==> src/rtl/relprime_engine.sv <==
module relprime_engine #(
  parameter int W = 16
) (
  input  logic         clk,
  input  logic         rst_n,
  input  logic         start,
  input  logic [W-1:0] n_in,
  output logic         busy,
  output logic         done,
  output logic [W-1:0] m_out
);
  typedef enum logic [2:0] {S_IDLE, S_LOAD, S_STEP, S_CHECK, S_DONE} st_t;

  st_t         st;
  logic [W-1:0] n_q, m_q, a, b, g;
  logic         stop;

  assign stop = (a == '0) || (b == '0);
  assign busy = (st != S_IDLE);
  assign done = (st == S_DONE);

  always_ff @(posedge clk or negedge rst_n) begin
    if (!rst_n) begin
      st    <= S_IDLE;
      n_q   <= '0;
      m_q   <= '0;
      a     <= '0;
      b     <= '0;
      g     <= '0;
      m_out <= '0;
    end else begin
      case (st)
        S_IDLE: if (start) begin
          n_q <= n_in;
          m_q <= W'(2);
          st  <= S_LOAD;
        end
        S_LOAD: begin
          a  <= n_q;
          b  <= m_q;
          st <= S_STEP;
        end
        S_STEP: begin
          if (stop) begin
            g  <= (a == '0) ? b : a;
            st <= S_CHECK;
          end else if (a > b) begin
            a <= a - b;
          end else begin
            b <= b - a;
          end
        end
        S_CHECK: begin
          if (g == W'(1)) begin
            m_out <= m_q;
            st    <= S_DONE;
          end else begin
            m_q <= m_q + W'(1);
            st  <= S_LOAD;
          end
        end
        S_DONE:  st <= S_IDLE;
        default: st <= S_IDLE;
      endcase
    end
  end
endmodule

==> config.mk <==
export PLATFORM = sky130hd
export DESIGN_NAME = relprime_engine
export DESIGN_NICKNAME = d
export VERILOG_FILES = /design/src/rtl/relprime_engine.sv
export SDC_FILE = /design/constraint.sdc
export NUM_CORES = 1
export LEC_CHECK = 0
export BUFFER_PORTS_ARGS = -buffer_cell sky130_fd_sc_hd__buf_4
export CAP_MARGIN = 15
export CORE_MARGIN = 5
export CORE_UTILIZATION = 56
export CTS_BUF_LIST = sky130_fd_sc_hd__clkbuf_4
export DETAILED_ROUTE_END_ITERATION = 12
export PLACE_DENSITY = 0.84
export REMOVE_ABC_BUFFERS = 1
export SLEW_MARGIN = 0
export SYNTH_ARGS = -nofsm -noshare
export SYNTH_HDL_FRONTEND = slang
export SYNTH_SLANG_ARGS = --single-unit
==> constraint.sdc <==
create_clock -name clk -period 6 [get_ports clk]
set_input_delay 0 -clock clk [delete_from_list [all_inputs] [get_ports clk]]
set_output_delay 0 -clock clk [all_outputs]
set_load 0.01 [all_outputs]
==> metrics.cfg <==
[clock_tree]
cts_setup_buffers = 0
clkLatencyLatePin_ps = 470
cts-root-buf = clkbuf_4
cts_made_buffers = 9
cts_tree = built
post_cts_resize_count = 0
cts.path.max_buffers = 2
cts_sinks = 99
htree_levels = 3
clk_pin_slew_ps = 170

[critical_path]
critPathMaxStageDelay_ps = 550
arrival_ps = 3700
start_kind = flip-flop
end_kind = flip-flop
critical_path_class = flip-flop to flip-flop
critical-path-slowest-cell = a21oi_4
required_ps = 6370
crit_start = a[0]
crit_chain = inv_1, ha_1, fa_1, nand2b_1, a211oi_1, o21ai_0, a21o_1, a21oi_4, mux2_2
rr_startpoint = a[0]
r2r_slack_ps = 2670
crit_fanout = 16

[timing]
finalCritPeriodShare_pct = 55.5
worst_pin_slew_ps = 947
finalClockSkew_ps = 22.6
setup_tns_ps = 0
maxSlewViolCount = 0
period_minus_slack_ps = 3330
setup_viol = 0
hold_violations = 0
rsz0062_at_grt = false
max_freq_mhz = 300
worst_slew_margin_rel_pct = 36.9

[yosys]
synth_area_per_cell_um2 = 9.22
async_flop_share_pct = 100
synth_cell_types = 62
seq_area_frac_synth_pct = 40.8
yosysTopAreaCell = dfrtp_1
synth_top_family_by_area = compound AO/OA/AOI/OAI gates
synth_top_area_share_pct = 40.8
netlist_area_um2 = 6070
synth.top_cells.by_count = 99 x dfrtp_1, 74 x a21oi_1, 62 x nor2_1
synth.mux.area_fraction_pct = 9.11
synthTopCellsByArea = dfrtp_1 41%, mux2_2 7.6%, ha_1 6.6%, a21oi_1 6.1%, nor2_1 3.8%
synthAdderAreaFrac_pct = 7.26
synth_seq_cells = 99
synth_ff_type = dfrtp_1
synth_xor_area_share_pct = 3.46
synth_compound_area_share_pct = 18.4
synth_most_common_cell = dfrtp_1
synthCells = 658
synth-simple-area-share_pct = 15.9
yosysWarnings = 0
synth_edf_count = 0

[power_and_ir_drop]
internal_power_mw = 1.97
p_per_area_nw_per_um2 = 599
power.share.clock_pct = 8.4
power.leakage_nw = 3.01
combPwrFrac_pct = 63.2
design_power_total_mw = 4.04
peakVddDrop_mv = 0.276
netSwitchingFraction_pct = 51.3
seq_power_share_pct = 28.3
switchingPower_mw = 2.07

[layout]
area_delta_synth_final_pct = 11.2
fin_nets = 748
instances_no_fill = 841
post_route_cells_drive_above_1_share_pct = 15.3

[job]
maxCapViolations = 0

[floorplan]
ios = 37
die_h_um = 114
num_rows = 38
die_w_um = 114
core_region_area_um2 = 10700
dieArea_um2 = 13000
start_util_pct = 56.5

[worst_hold_path]
min_path_type = input pin to flip-flop
hp-start = n_in[3]

[global_routing]
grt_max_degree = 73
first_global_vias = 5092
antenna_found_initial = 1
grt.total_usage_pct = 26.7
grt_pass1_wl_um = 27200
overflow = 0

[placed_design]
dp_hpwl_um = 12400
dp_cells = 802
numPortBuffers = 36
place.gp.congestion = 0.983

[routing]
drtPass1Iterations = 6
postRouteAntennaNets = 0
drc = 0
viasPerCell = 6.26
num_vias = 5261
routed_wl_um = 16800
routed-wl-met2_um = 7550
drt_iter0_drc = 725
wl_met1_um = 7010
top_layer = met4
met3_length_um = 1730
detail_route.wl_per_cell_um = 20.0

[run_status]
status = finished clean

-- sequential cells by signal, summed over array words and instances, names as in the netlist --
name   cells
b         16
n_q       16
st         3
g         16
m_q       16
m_out     16
a         16
-- cells by family after synthesis --
kind of cell             Yosys count
AO/OA/AOI/OAI                    177
adder cells (fa/ha/maj)           34
AND/OR/NAND/NOR                  200
multiplexers                      50
flip-flops                        99
XOR/XNOR                          24
buffers and inverters             74
-- per-layer routing --
layer  vias up  track usage, %
met2       255            40.2
met4         0            9.74
met5         -               0
met1      2533            36.6
li1       2431               -
met3        42            8.25
-- stage by stage --
stage	hold slack (ps)	instance area, um2	util [%]	setup WS (ps)
after global placement	-63.6	6390	59.4	2730
after CTS	265	6720	62.6	2600
after global routing	280	6750	62.8	2520
after floorplan	-296	5900	-	2780
after detailed placement	-49.4	6390	59.4	2630
final	285	6750	62.8	2670
-- power by group through the flow --
stage          Sequential [mW]  Clock [mW]  Combinational [mW]
2_1_floorplan             1.07           0                1.78
3_3_place_gp              1.13           0                2.42
3_5_place_dp              1.15           0                2.45
4_1_cts                   1.14       0.348                2.47
5_1_grt                   1.17       0.375                2.78
6_report                  1.14       0.341                2.56
-- what timing repair did --
action,in CTS,in global routing
hold endpoints to repair,44,0
endpoints found under the setup margin,0,0
hold buffers,20,0
-- layout make-up --
| cell class | instances | area [um2] |
|---|---|---|
| Sequential cell | 99 | 2480 |
| Tap cell | 140 | 175 |
| Timing Repair Buffer | 63 | 541 |
| Antenna cell | 1 | 2.50 |
| Fill cell | 944 | 4000 |
| Clock inverter | 6 | 48.8 |
| Inverter | 37 | 139 |
| Clock buffer | 10 | 75.1 |
| Multi-Input combinational cell | 485 | 3290 |
-- cell usage in the layout, fill, tap and decap left out, types with 11 or more instances in the layout --
| cell | count |
|---|---|
| nor3_1 | 11 |
| ha_1 | 32 |
| a21oi_1 | 74 |
| inv_1 | 37 |
| dfrtp_1 | 99 |
| buf_4 | 42 |
| dlygate4sd3_1 | 19 |
| nor4_1 | 15 |
| nand2_1 | 50 |
| mux2_2 | 41 |
| xnor2_1 | 19 |
| o21ai_0 | 33 |
| nor2_1 | 62 |
| nand3_1 | 20 |
-- critical path, delay by kind of cell, from the launching register on --
kind | cells | cell delay, ps
muxes | 1 | 400
DFF | 1 | 470
and+or+nand+nor | 1 | 210
adders and majority gates | 2 | 640
buffers and inverters | 1 | 70
AOI/OAI and AO/OA | 4 | 1440
-- final timing paths --
| path | cells past startpoint | to |
|---|---|---|
| min in group asynchronous | 4 | n_q[8] |
| min | 3 | n_q[3] |
| min reg2reg | 1 | m_out[6] |
| max in group asynchronous | 4 | b[13] |
| max | 9 | a[8] |
| max reg2reg | 9 | a[8] |
No activity file was read; power rests on OpenSTA's default activity.
